### src/rtl/sseq_pkg.sv
package sseq_pkg;

    typedef enum logic [2:0] {
        S_IDLE,
        S_WARM,
        S_HEAD,
        S_BODY,
        S_HOLD,
        S_PATH_OFF,
        S_SYN_OFF
    } seq_state_t;

    typedef enum logic [1:0] {
        LEN_ONE   = 2'b00,
        LEN_THREE = 2'b01,
        LEN_FIVE  = 2'b10,
        LEN_ALT   = 2'b11
    } slot_code_t;

endpackage

### src/rtl/sseq_us_tick.sv
module sseq_us_tick #(
    parameter int CLK_PER_US = 13
) (
    input  logic clk,
    input  logic rst_n,
    input  logic clr,
    output logic tick
);
    localparam int DW = (CLK_PER_US > 1) ? $clog2(CLK_PER_US) : 1;
    localparam logic [DW-1:0] LAST = DW'(CLK_PER_US - 1);

    logic [DW-1:0] cnt_q;

    always_ff @(posedge clk or negedge rst_n) begin
        if (!rst_n)             cnt_q <= '0;
        else if (clr || tick)   cnt_q <= '0;
        else                    cnt_q <= cnt_q + 1'b1;
    end

    assign tick = (cnt_q == LAST);
endmodule

### src/rtl/sseq_us_timer.sv
module sseq_us_timer #(
    parameter int W = 12
) (
    input  logic         clk,
    input  logic         rst_n,
    input  logic         clr,
    input  logic         tick,
    input  logic [W-1:0] target,
    output logic         done
);
    logic [W-1:0] us_q;

    always_ff @(posedge clk or negedge rst_n) begin
        if (!rst_n)     us_q <= '0;
        else if (clr)   us_q <= '0;
        else if (tick)  us_q <= us_q + 1'b1;
    end

    assign done = tick && (us_q == target - 1'b1);
endmodule

### src/rtl/slot_seq.sv
module slot_seq
    import sseq_pkg::*;
#(
    parameter int CLK_PER_US = 13,
    parameter int TX_WARM_US = 213,
    parameter int RX_WARM_US = 213,
    parameter int HDR_US     = 126,
    parameter int LATE_US    = 6,
    parameter int LEN1_US    = 366,
    parameter int LEN3_US    = 1598,
    parameter int LEN5_US    = 2862
) (
    input  logic       clk,
    input  logic       rst_n,
    input  logic       start_i,
    input  logic       tx_dir_i,
    input  logic [1:0] slot_code_i,
    input  logic       late_fall_i,
    output logic       synth_en_o,
    output logic       tx_en_o,
    output logic       loop_open_o,
    output logic       rx_en_o,
    output logic       payload_o,
    output logic       win_open_o,
    output logic       win_close_o,
    output logic       busy_o,
    output logic       start_err_o
);
    localparam int MAX_US = (LEN5_US > TX_WARM_US) ? LEN5_US : TX_WARM_US;
    localparam int US_W   = $clog2(MAX_US + 2);

    seq_state_t  state_q, state_nx, prev_q;
    logic        dir_q, late_q, err_q;
    slot_code_t  code_q;
    logic [US_W-1:0] len_us, target;
    logic        tick, done, ld;

    assign ld = (state_nx != state_q);

    sseq_us_tick #(.CLK_PER_US(CLK_PER_US)) u_tick (
        .clk(clk), .rst_n(rst_n), .clr(ld), .tick(tick)
    );

    sseq_us_timer #(.W(US_W)) u_timer (
        .clk(clk), .rst_n(rst_n), .clr(ld), .tick(tick),
        .target(target), .done(done)
    );

    // Window length per slot code; the spare code maps to one slot.
    always_comb begin
        unique case (code_q)
            LEN_THREE: len_us = US_W'(LEN3_US);
            LEN_FIVE:  len_us = US_W'(LEN5_US);
            default:   len_us = US_W'(LEN1_US);
        endcase
    end

    always_comb begin
        unique case (state_q)
            S_WARM:  target = dir_q ? US_W'(TX_WARM_US) : US_W'(RX_WARM_US);
            S_HEAD:  target = US_W'(HDR_US);
            S_BODY:  target = dir_q ? len_us : len_us - US_W'(HDR_US);
            default: target = US_W'(LATE_US);
        endcase
    end

    // Next-state logic
    always_comb begin
        state_nx = state_q;
        unique case (state_q)
            S_IDLE:     if (start_i) state_nx = S_WARM;
            S_WARM:     if (done) state_nx = dir_q ? S_BODY : S_HEAD;
            S_HEAD:     if (done) state_nx = S_BODY;
            S_BODY:     if (done) state_nx = (dir_q && late_q) ? S_HOLD : S_PATH_OFF;
            S_HOLD:     if (done) state_nx = S_PATH_OFF;
            S_PATH_OFF: state_nx = S_SYN_OFF;
            S_SYN_OFF:  if (!late_q || done) state_nx = S_IDLE;
            default:    state_nx = S_IDLE;
        endcase
    end

    // State register with burst parameters captured at start
    always_ff @(posedge clk or negedge rst_n) begin
        if (!rst_n) begin
            state_q <= S_IDLE;
            prev_q  <= S_IDLE;
            dir_q   <= 1'b0;
            late_q  <= 1'b0;
            code_q  <= LEN_ONE;
            err_q   <= 1'b0;
        end else begin
            state_q <= state_nx;
            prev_q  <= state_q;
            err_q   <= start_i && (state_q != S_IDLE);
            if (state_q == S_IDLE && start_i) begin
                dir_q  <= tx_dir_i;
                late_q <= late_fall_i;
                code_q <= slot_code_t'(slot_code_i);
            end
        end
    end

    // Output decode
    always_comb begin
        synth_en_o  = 1'b0;
        tx_en_o     = 1'b0;
        rx_en_o     = 1'b0;
        loop_open_o = 1'b0;
        payload_o   = 1'b0;
        unique case (state_q)
            S_IDLE: ;
            S_WARM, S_HEAD, S_PATH_OFF: begin
                synth_en_o = 1'b1;
                tx_en_o    = dir_q;
                rx_en_o    = !dir_q;
            end
            S_BODY, S_HOLD: begin
                synth_en_o  = 1'b1;
                tx_en_o     = dir_q;
                rx_en_o     = !dir_q;
                loop_open_o = dir_q;
                payload_o   = !dir_q;
            end
            S_SYN_OFF: synth_en_o = 1'b1;
            default: ;
        endcase
    end

    assign busy_o      = (state_q != S_IDLE);
    assign start_err_o = err_q;
    assign win_open_o  = (prev_q == S_WARM) && (state_q != S_WARM);
    assign win_close_o = (prev_q == S_BODY) && (state_q != S_BODY);
endmodule

### config.mk
export PLATFORM = sky130hd
export DESIGN_NAME = slot_seq
export DESIGN_NICKNAME = d
export VERILOG_FILES = /design/src/rtl/sseq_pkg.sv /design/src/rtl/sseq_us_tick.sv /design/src/rtl/sseq_us_timer.sv /design/src/rtl/slot_seq.sv
export SDC_FILE = /design/constraint.sdc
export NUM_CORES = 1
export LEC_CHECK = 0
export BUFFER_PORTS_ARGS = -buffer_cell sky130_fd_sc_hd__buf_2
export CAP_MARGIN = 25
export CORE_AREA = 4 4 62 64
export CTS_CLUSTER_DIAMETER = 30
export CTS_CLUSTER_SIZE = 40
export DETAILED_ROUTE_END_ITERATION = 8
export DIE_AREA = 0 0 66 68
export GPL_ROUTABILITY_DRIVEN = 0
export HOLD_SLACK_MARGIN = 0.03
export PLACE_DENSITY = 0.83
export SETUP_SLACK_MARGIN = 0.5
export SYNTH_ARGS = -nofsm -noshare
export SYNTH_HDL_FRONTEND = slang
export SYNTH_SLANG_ARGS = --single-unit
### constraint.sdc
create_clock -name clk -period 3.58 [get_ports clk]
set_clock_uncertainty 0.15 [all_clocks]
set_input_delay 0.179 -clock clk [delete_from_list [all_inputs] [get_ports clk]]
set_output_delay 0.179 -clock clk [all_outputs]
set_load 0.01 [all_outputs]
==> results of run 1 <==
==> registers in the layout (all words and copies together), names as in the netlist <==
signal        flops
u_timer.us_q     12
u_tick.cnt_q      4
prev_q            3
state_q           3
code_q            2
dir_q             1
late_q            1
start_err_o       1
==> metal layers <==
metal / vias up / share of wire (%) / track usage (%)
met2: 47 / 50 / 32.54
met1: 810 / 45 / 24.56
met5: - / 0 / 0
met4: 0 / 1.3 / 6.599
li1: 815 / - / -
met3: 8 / 3.6 / 1.970
==> stage by stage <==
step	setup WS [ns]	cell area, um2
after floorplan	0.5665	1892
after global placement	0.3673	1981
after detailed placement	0.3495	1981
after CTS	0.5863	2097
after global routing	0.4935	2236
final	0.6652	2236
==> power breakdown <==
group	switching, mW	internal, mW	total (mW)
clock network	0.0997	0.0456	0.145
logic	0.140	0.155	0.295
registers	0.101	0.370	0.471
total	0.341	0.571	0.911
==> worst register-to-register path, delay by kind of cell (launching register included) <==
kind | cells | cell delay [ns]
and+or+nand+nor | 5 | 1.15
DFF | 1 | 0.50
AOI/OAI and AO/OA | 3 | 0.60
buffers and inverters | 1 | 0.19
adders and majority gates | 1 | 0.22
==> cell families (layout without fill, tap and decap cells) <==
kind of cell    count (synthesis)  count (layout)
compound gates                 36              36
xor+xnor                       20              20
fa+ha+maj                       9               9
buf+inv                        24              56
flops                          27              27
mux                             6               6
simple gates                   88              88
==> cells in the mapped netlist (2+ instances only) <==
library cell	count
or3_1	2
and2_1	2
nor2_1	27
inv_1	12
a211oi_1	3
o21ai_1	2
dfrtp_1	27
nand4_1	7
nand2_1	13
nor2b_1	2
or4_1	2
o21ai_0	5
ha_1	9
nor4b_1	2
buf_1	2
nor3_1	6
clkbuf_1	5
a32o_1	2
nand3_1	5
buf_2	3
a21oi_1	7
mux2_2	5
xnor2_1	10
and3_1	4
nand2b_1	4
buf_6	2
xor2_1	10
nor4_1	2
==> area by class of cell <==
cell class | count | area share, %
Clock inverter | 1 | 0.3917
Inverter | 12 | 2.182
Multi-Input combinational cell | 159 | 51.09
Tap cell | 46 | 2.574
Clock buffer | 3 | 1.007
Timing Repair Buffer | 40 | 12.31
Sequential cell | 27 | 30.44
==> final timing paths <==
| check | startpoint | end |
|---|---|---|
| max in group asynchronous | rst_n | dir_q |
| max reg2reg | state_q[2] | state_q[1] |
| min | rst_n | prev_q[2] |
| max | state_q[2] | state_q[1] |
| min reg2reg | state_q[1] | prev_q[1] |
| min in group clk | state_q[1] | prev_q[1] |
==> repair_timing <==
item / in CTS / in global routing
hold buffers: 6 / 0
gates resized for setup: 2 / 12
setup endpoints to repair: 19 / 19
pin swaps: 1 / 4
endpoints found under the hold margin: 33 / 0
setup buffers: 3 / 13
==> out/metrics.cfg, run 1 <==
[outcome]
run_status = finished clean

[cells_and_area]
design.final.nets = 259
syn2layout_area_growth_pct = 18.34
multi_input_comb_area_um2 = 1142
layoutNonFillerInstCount = 288
seq_area_um2 = 680.7
finish.utilization_pct = 68.08
mostFrequentLayoutCells = nor2_1 (26), dfrtp_1 (23), buf_4 (18)
final_layout_size_suffix_gt1_share_pct = 25.21
mostFrequentLayoutCell = nor2_1
antenna_cells_inserted = 0
fillers = 255

[timing]
final_period_utilization_pct = 81.42
count_of_pins_over_their_slew_limit = 0
final-hold-violation-count = 0
max_slew.worst_pin.slew_ns = 0.6195
timing.hold.ws_ns = 0.1997
clock.fmax_mhz = 343.1
final.setup.tns_ns = 0
relSlewSlack_pct = 58.70
grt_setup_unrepaired = no
final-setup-viol-count = 0
post-route-min-period_ns = 2.915

[worst_setup_path]
timing.reg2reg.worst_path_depth = 10
worst-endpoint-arrival_ns = 3.01
criticalPathCategory = register to register
cp_slowest_stage_delay_ns = 0.50
critical_path.endpoint_type = register
path_delay_family = simple AND/OR/NAND/NOR gates
required_ns = 3.68
timing.critical_path.cells = nand2b_1 -> nor2_1 -> ha_2 -> nand4bb_1 -> or3_4 -> a32o_1 -> nor4_4 -> buf_4 -> o21ai_1 -> o22a_1
crit_cells = 10
regToRegSetupSlack_ns = 0.67
worst-path-buf-inv = 1
cpMaxStageDelayCell = dfrtp_2
crit_path_max_fanout = 8
crit_path_start_kind = register

[detailed_routing]
detail_route.drc_violations = 0
first_iter_violations = 153
avgViaCountPerCell = 5.833
antenna_violating_nets_post_route = 0
detail_route.wl_per_cell_um = 14.93
drt_pre_antenna_iters = 4
via_count = 1680
routed_wirelength_um = 4301

[global_routing]
vias_in_the_first_global_route = 1499
grt_remaining_overflow = 0
pin_count_of_the_biggest_net_entering_global_routing = 28
antenna_found_initial = 0
grt_first_pass_wirelength_um = 6651
gr-usage-all-layers_pct = 18.82

[clock_tree]
worst_skew_pair.late_latency_ns = 0.34
htreeDepth = 1
root_buffer = clkbuf_4
clock_tree_buffer_depth = 2
cts-buffers-inserted = 3
tritoncts = yes
clk_pin_slew_worst_paths_ns = 0.17
clkSinkCount = 27

[logic_synthesis]
synth_top_family_by_area = simple AND/OR/NAND/NOR gates
warnings_from_yosys = 0
mappedNetlistArea_um2 = 1889
synth_flop_cell = dfrtp_1
ys_seq_area_share_pct = 35.76
synth_top_area_cell = dfrtp_1
synth_cells = 210
synth_enable_flop_cells = 0
synth_compound_area_share_pct = 14.17
synth_simple_gate_area_share_pct = 25.56
synth-seq-cells = 27
postSynthNetCount = 226
synth-adder-area-share_pct = 5.960
yosys-mux-area-fraction_pct = 3.510
synthDistinctLibCells = 56
post_synth_xor_area_fraction_pct = 9.272
ys_async_sr_fraction_pct = 100.0
synth_top_area_share_pct = 35.76
synthesis.area_per_instance_um2 = 8.997
post_synth_main_area_contributors = dfrtp_1 (36%), ha_1 (6.0%), nor2_1 (5.4%), xnor2_1 (4.6%), xor2_1 (4.6%)

[floorplan]
die_area_um2 = 4488
io_pins = 16
num_rows = 21
coreArea_um2 = 3284
start_util_pct = 57.52
dieHeight_um = 68
die_w_um = 66

[placement]
hpwlAfterDp_um = 2723
placement.io_buffers = 15
placedCellCount = 262

[power_and_ir_drop]
power.ir.vdd_worst_uv = 355.4
power_per_cell_area_nw_per_um2 = 407.6
total_power_mw = 0.9114
static_leak_nw = 0.9587

[flow_run]
max_cap_violation_count = 0

[min_path]
hp-class = input port to asynchronous set/reset pin

Power figures use the tool's default switching activity.
==> run 2, diff against run 1 <==
==> constraint.sdc (replaced) <==
create_clock -name clk -period 2.86 [get_ports clk]
set_clock_uncertainty 0.15 [all_clocks]
set_input_delay 0.143 -clock clk [delete_from_list [all_inputs] [get_ports clk]]
set_output_delay 0.143 -clock clk [all_outputs]
set_load 0.01 [all_outputs]
==> out/metrics.cfg, run 2 (synthesized netlist as in run 1, its figures left out) <==
[detailed_routing]
via_count = 1728
detail_route.wl_per_cell_um = 17.05
detail_route.drc_violations = 0
first_iter_violations = 107
avgViaCountPerCell = 5.938
drt_pre_antenna_iters = 4
antenna_violating_nets_post_route = 0
routed_wirelength_um = 4961

[cells_and_area]
seq_area_um2 = 678.2
reg_top3 = u_timer.us_q (12), u_tick.cnt_q (4)
mostFrequentLayoutCell = dfrtp_1
fillers = 224
antenna_cells_inserted = 0
mostFrequentLayoutCells = dfrtp_1 (25), nor2_1 (24), buf_4 (19)
syn2layout_area_growth_pct = 24.24
finish.instance_area_um2 = 2347
layoutNonFillerInstCount = 291
final_layout_size_suffix_gt1_share_pct = 31.43
multi_input_comb_area_um2 = 1240
design.final.nets = 262
register_with_the_most_flip_flops = u_timer.us_q
largest_register_ffs = 12

[floorplan]
coreArea_um2 = 3284
dieHeight_um = 68
start_util_pct = 57.52
die_area_um2 = 4488
num_rows = 21
die_w_um = 66
io_pins = 16

[worst_setup_path]
crit_path_start_kind = register
required_ns = 2.96
crit_path_max_fanout = 8
criticalPathCategory = register to register
critical_path.endpoint_type = register
worst-endpoint-arrival_ns = 2.90

[timing]
post-route-min-period_ns = 2.805
clock.fmax_mhz = 356.5
final-setup-viol-count = 0
final.setup.tns_ns = 0
count_of_pins_over_their_slew_limit = 0
fin_ws_ns = 0.05528
final-hold-violation-count = 0
relSlewSlack_pct = 59.86
max_slew.worst_pin.slew_ns = 0.6021
grt_setup_unrepaired = yes
final_period_utilization_pct = 98.07

[clock_tree]
clock_tree_buffer_depth = 2
worst_skew_pair.late_latency_ns = 0.34
clkSinkCount = 27
tritoncts = yes
cts-buffers-inserted = 3
htreeDepth = 1
root_buffer = clkbuf_4
clk_pin_slew_worst_paths_ns = 0.16

[power_and_ir_drop]
combPwrFrac_pct = 37.4
seqPwrFrac_pct = 47.8
pwr-share-clk_pct = 14.8
power.ir.vdd_worst_uv = 276.6
total_power_mw = 1.190
static_leak_nw = 0.9941
power_switching_mw = 0.4493
p_int_mw = 0.7403
power_switching_share_pct = 37.77
power_per_cell_area_nw_per_um2 = 506.8

[placement]
hpwlAfterDp_um = 2893
placedCellCount = 267
detailed_place.area_um2 = 2063
placement.io_buffers = 15
dpl_worst_slack_ns = -0.02455

[outcome]
run_status = finished clean

[flow_run]
max_cap_violation_count = 0

[global_routing]
antenna_found_initial = 0
pin_count_of_the_biggest_net_entering_global_routing = 28
vias_in_the_first_global_route = 1691
grt_remaining_overflow = 0
grt_first_pass_wirelength_um = 7983
gr-usage-all-layers_pct = 22.93

[min_path]
hp-class = input port to asynchronous set/reset pin

## run 2: changes by cell type in the layout (fill, tap and decap cells not counted), moves of 2 or more
cell     change
nor3_1       -3
nor3_2       +3
dfrtp_1      +2
dfrtp_2      -2
nor2_1       -2
nor2_2       +2
## run 2: final timing paths
kind	start	to	slack, ns	depth (start not counted)
setup / recovery	code_q[0]	u_timer.us_q[5]	0.06	10
hold / removal	rst_n	u_timer.us_q[6]	0.20	2
setup reg to reg	code_q[0]	u_timer.us_q[5]	0.06	10
hold reg to reg	u_tick.cnt_q[0]	u_tick.cnt_q[0]	0.38	1
max in group asynchronous	rst_n	code_q[0]	1.94	2
min in group clk	u_tick.cnt_q[0]	u_tick.cnt_q[0]	0.38	1
## run 2: cell type report
class / instances / area share (%)
multi-input cells: 160 / 52.83
flip-flops and latches: 27 / 28.89
repair buffers: 42 / 12.53
well taps: 46 / 2.452
inverters: 12 / 2.026
clock buffers: 3 / 0.9595
clock inverters: 1 / 0.3198
## run 2: repair_timing
action | CTS | global route
pin swaps | 10 | 5
cloned | 2 | 0
hold buffers | 6 | 0
setup endpoints to repair | 19 | 22
hold endpoints to repair | 32 | 0
buffers inserted | 9 | 3
gates resized for setup | 10 | 9
## run 2: critical path: stages (launching register included)
cell	delay (ns)
dfrtp_2	0.47
ha_4	0.18
ha_4	0.22
or4b_4	0.48
o2111ai_2	0.10
xor2_1	0.17
nand3_1	0.14
nor4_4	0.30
buf_2	0.22
o22a_4	0.22
nor2_1	0.07
## run 2: metrics by stage
stage	utilization, %	hold WS (ns)
after floorplan	-	-0.3026
after global placement	62.82	0.03505
after detailed placement	62.82	0.03511
after CTS	69.56	0.1977
after global routing	71.47	0.2501
final	71.47	0.1978
## run 2: power by group through the flow
| stage | logic [mW] | registers, mW | clock network (mW) |
|---|---|---|---|
| floorplan | 0.331 | 0.538 | 0 |
| global placement | 0.379 | 0.568 | 0 |
| detailed placement | 0.392 | 0.572 | 0 |
| CTS | 0.423 | 0.564 | 0.176 |
| global route | 0.499 | 0.579 | 0.193 |
| finish | 0.445 | 0.569 | 0.176 |
## run 2: layer usage
| metal | wire length [um] | share of wire, % | global-route usage [%] |
|---|---|---|---|
| met1 | 2079 | 42 | 27.85 |
| met2 | 2509 | 51 | 40.93 |
| met3 | 180 | 3.6 | 2.627 |
| met4 | 191 | 3.9 | 10.41 |
| met5 | 0 | 0 | 0 |
==> run 3, diff against run 2 <==
--- a/config.mk
+++ b/config.mk
@@ -15,6 +15,7 @@
 export GPL_ROUTABILITY_DRIVEN = 0
 export HOLD_SLACK_MARGIN = 0.03
 export PLACE_DENSITY = 0.83
+export RECOVER_POWER = 100
 export SETUP_SLACK_MARGIN = 0.5
 export SYNTH_ARGS = -nofsm -noshare
 export SYNTH_HDL_FRONTEND = slang
==> out/metrics.cfg, run 3 (synthesized netlist as in run 1, its figures left out) <==
[outcome]
run_status = finished clean

[worst_setup_path]
crit_path_max_fanout = 5
endpoint_of_the_worst_slack_reg_to_reg_timing_path = state_q[0]
cpMaxStageDelayCell = or4b_4
cp_common_cell = ha_4
critical_path.endpoint_type = register
timing.rr.start = code_q[0]
timing.critical_path.cells = ha_4 -> ha_4 -> or4b_4 -> o2111ai_2 -> xor2_1 -> nand3_1 -> nor4_4 -> buf_6 -> o21ai_1 -> a221oi_2
timing.reg2reg.worst_path_depth = 10
worst-endpoint-arrival_ns = 2.89
criticalPathCategory = register to register
cp_slowest_stage_delay_ns = 0.48
regToRegSetupSlack_ns = 0.06
required_ns = 2.95
crit_path_start_kind = register

[placement]
hpwlAfterDp_um = 2893
placement.io_buffers = 15
placedCellCount = 267
detailed_place.area_um2 = 2063

[global_routing]
gr-usage-all-layers_pct = 22.93
grt_remaining_overflow = 0
pin_count_of_the_biggest_net_entering_global_routing = 28
vias_in_the_first_global_route = 1691
antenna_found_initial = 0
grt_first_pass_wirelength_um = 7983

[clock_tree]
root_buffer = clkbuf_4
clkSinkCount = 27
clk_pin_slew_worst_paths_ns = 0.16
tritoncts = yes
worst_skew_pair.late_latency_ns = 0.34
clock_tree_buffer_depth = 2
htreeDepth = 1
cts-buffers-inserted = 3

[floorplan]
die_area_um2 = 4488
num_rows = 21
die_w_um = 66
io_pins = 16
start_util_pct = 57.52
dieHeight_um = 68
coreArea_um2 = 3284

[cells_and_area]
final_layout_size_suffix_gt1_share_pct = 26.12
antenna_cells_inserted = 0
finish.instance_area_um2 = 2322
syn2layout_area_growth_pct = 22.91
layoutNonFillerInstCount = 291
mostFrequentLayoutCell = dfrtp_1
mostFrequentLayoutCells = dfrtp_1 (25), nor2_1 (24), buf_4 (17)
fillers = 234
design.final.nets = 262
largest_register_ffs = 12
reg_top3 = u_timer.us_q (12), u_tick.cnt_q (4)
register_with_the_most_flip_flops = u_timer.us_q

[detailed_routing]
avgViaCountPerCell = 5.942
antenna_violating_nets_post_route = 0
via_count = 1729
first_iter_violations = 102
detail_route.drc_violations = 0
routed_wirelength_um = 4983
detail_route.wl_per_cell_um = 17.12
drt_pre_antenna_iters = 4

[timing]
final_period_utilization_pct = 97.84
relSlewSlack_pct = 3.122
post-route-min-period_ns = 2.798
final-hold-violation-count = 0
final-setup-viol-count = 0
timing.hold.ws_ns = 0.3801
clock.fmax_mhz = 357.4
count_of_pins_over_their_slew_limit = 0
max_slew.worst_pin.slew_ns = 1.453
grt_setup_unrepaired = yes

[min_path]
whs_endpoint = u_tick.cnt_q[0]
worst_hold_startpoint = u_tick.cnt_q[0]
timing.hold.worst_path_depth = 1
hp-class = register to register

[power_and_ir_drop]
power.ir.vdd_worst_uv = 276.1
static_leak_nw = 0.9497
power_per_cell_area_nw_per_um2 = 511.9

[flow_run]
max_cap_violation_count = 0

[run 3: worst max-delay path: cells and delay by family, from the launching register on]
| family | cells | cell delay (ns) |
|---|---|---|
| simple gates | 3 | 0.91 |
| flops | 1 | 0.47 |
| compound gates | 3 | 0.43 |
| fa+ha+maj | 2 | 0.40 |
| xor+xnor | 1 | 0.17 |
| buf+inv | 1 | 0.17 |
[run 3: repair_timing]
action,4_1_cts,5_1_grt
buffers inserted,9,3
gates resized for setup,10,9
hold buffers,6,0
cloned,2,0
hold endpoints to repair,32,0
pin swaps,10,5
setup endpoints to repair,19,22
[run 3: worst max path at each step]
stage	cells past startpoint	slack (ns)	to	startpoint
global route	11	-0.01	u_timer.us_q[5]	dir_q
floorplan	11	0.16	u_timer.us_q[6]	code_q[1]
finish	10	0.06	state_q[0]	code_q[0]
CTS	10	0.18	state_q[0]	state_q[1]
detailed placement	10	-0.02	u_tick.cnt_q[0]	code_q[1]
global placement	10	0.04	u_tick.cnt_q[2]	code_q[1]
[run 3: power by group]
group	internal (mW)	switching [mW]
registers	0.464	0.105
logic	0.222	0.222
clock network	0.0536	0.123
[run 3: per-stage QoR]
stage | setup TNS [ns] | utilization, % | setup slack (ns) | power, mW
after floorplan | 0 | - | 0.1600 | 0.8699
after global placement | 0 | 62.82 | 0.03715 | 0.9467
after detailed placement | -0.2317 | 62.82 | -0.02455 | 0.9637
after CTS | 0 | 69.56 | 0.1792 | 1.163
after global routing | -0.05652 | 70.70 | -0.01473 | 1.270
final | 0 | 70.70 | 0.06171 | 1.189
[run 3: layer usage]
metal	vias up	track usage [%]	share of wire, %
met2	61	40.93	50
li1	816	-	-
met4	0	10.41	4.0
met5	-	0	0
met1	831	27.85	41
met3	21	2.627	4.3
[run 3: area by class of cell]
type / instances / area [um2] / area share (%)
multi-input cells: 160 / 1235 / 53.18
flip-flops and latches: 27 / 678.2 / 29.20
repair buffers: 42 / 274.0 / 11.80
well taps: 46 / 57.56 / 2.478
inverters: 12 / 47.55 / 2.047
clock buffers: 3 / 22.52 / 0.9698
clock inverters: 1 / 7.507 / 0.3233
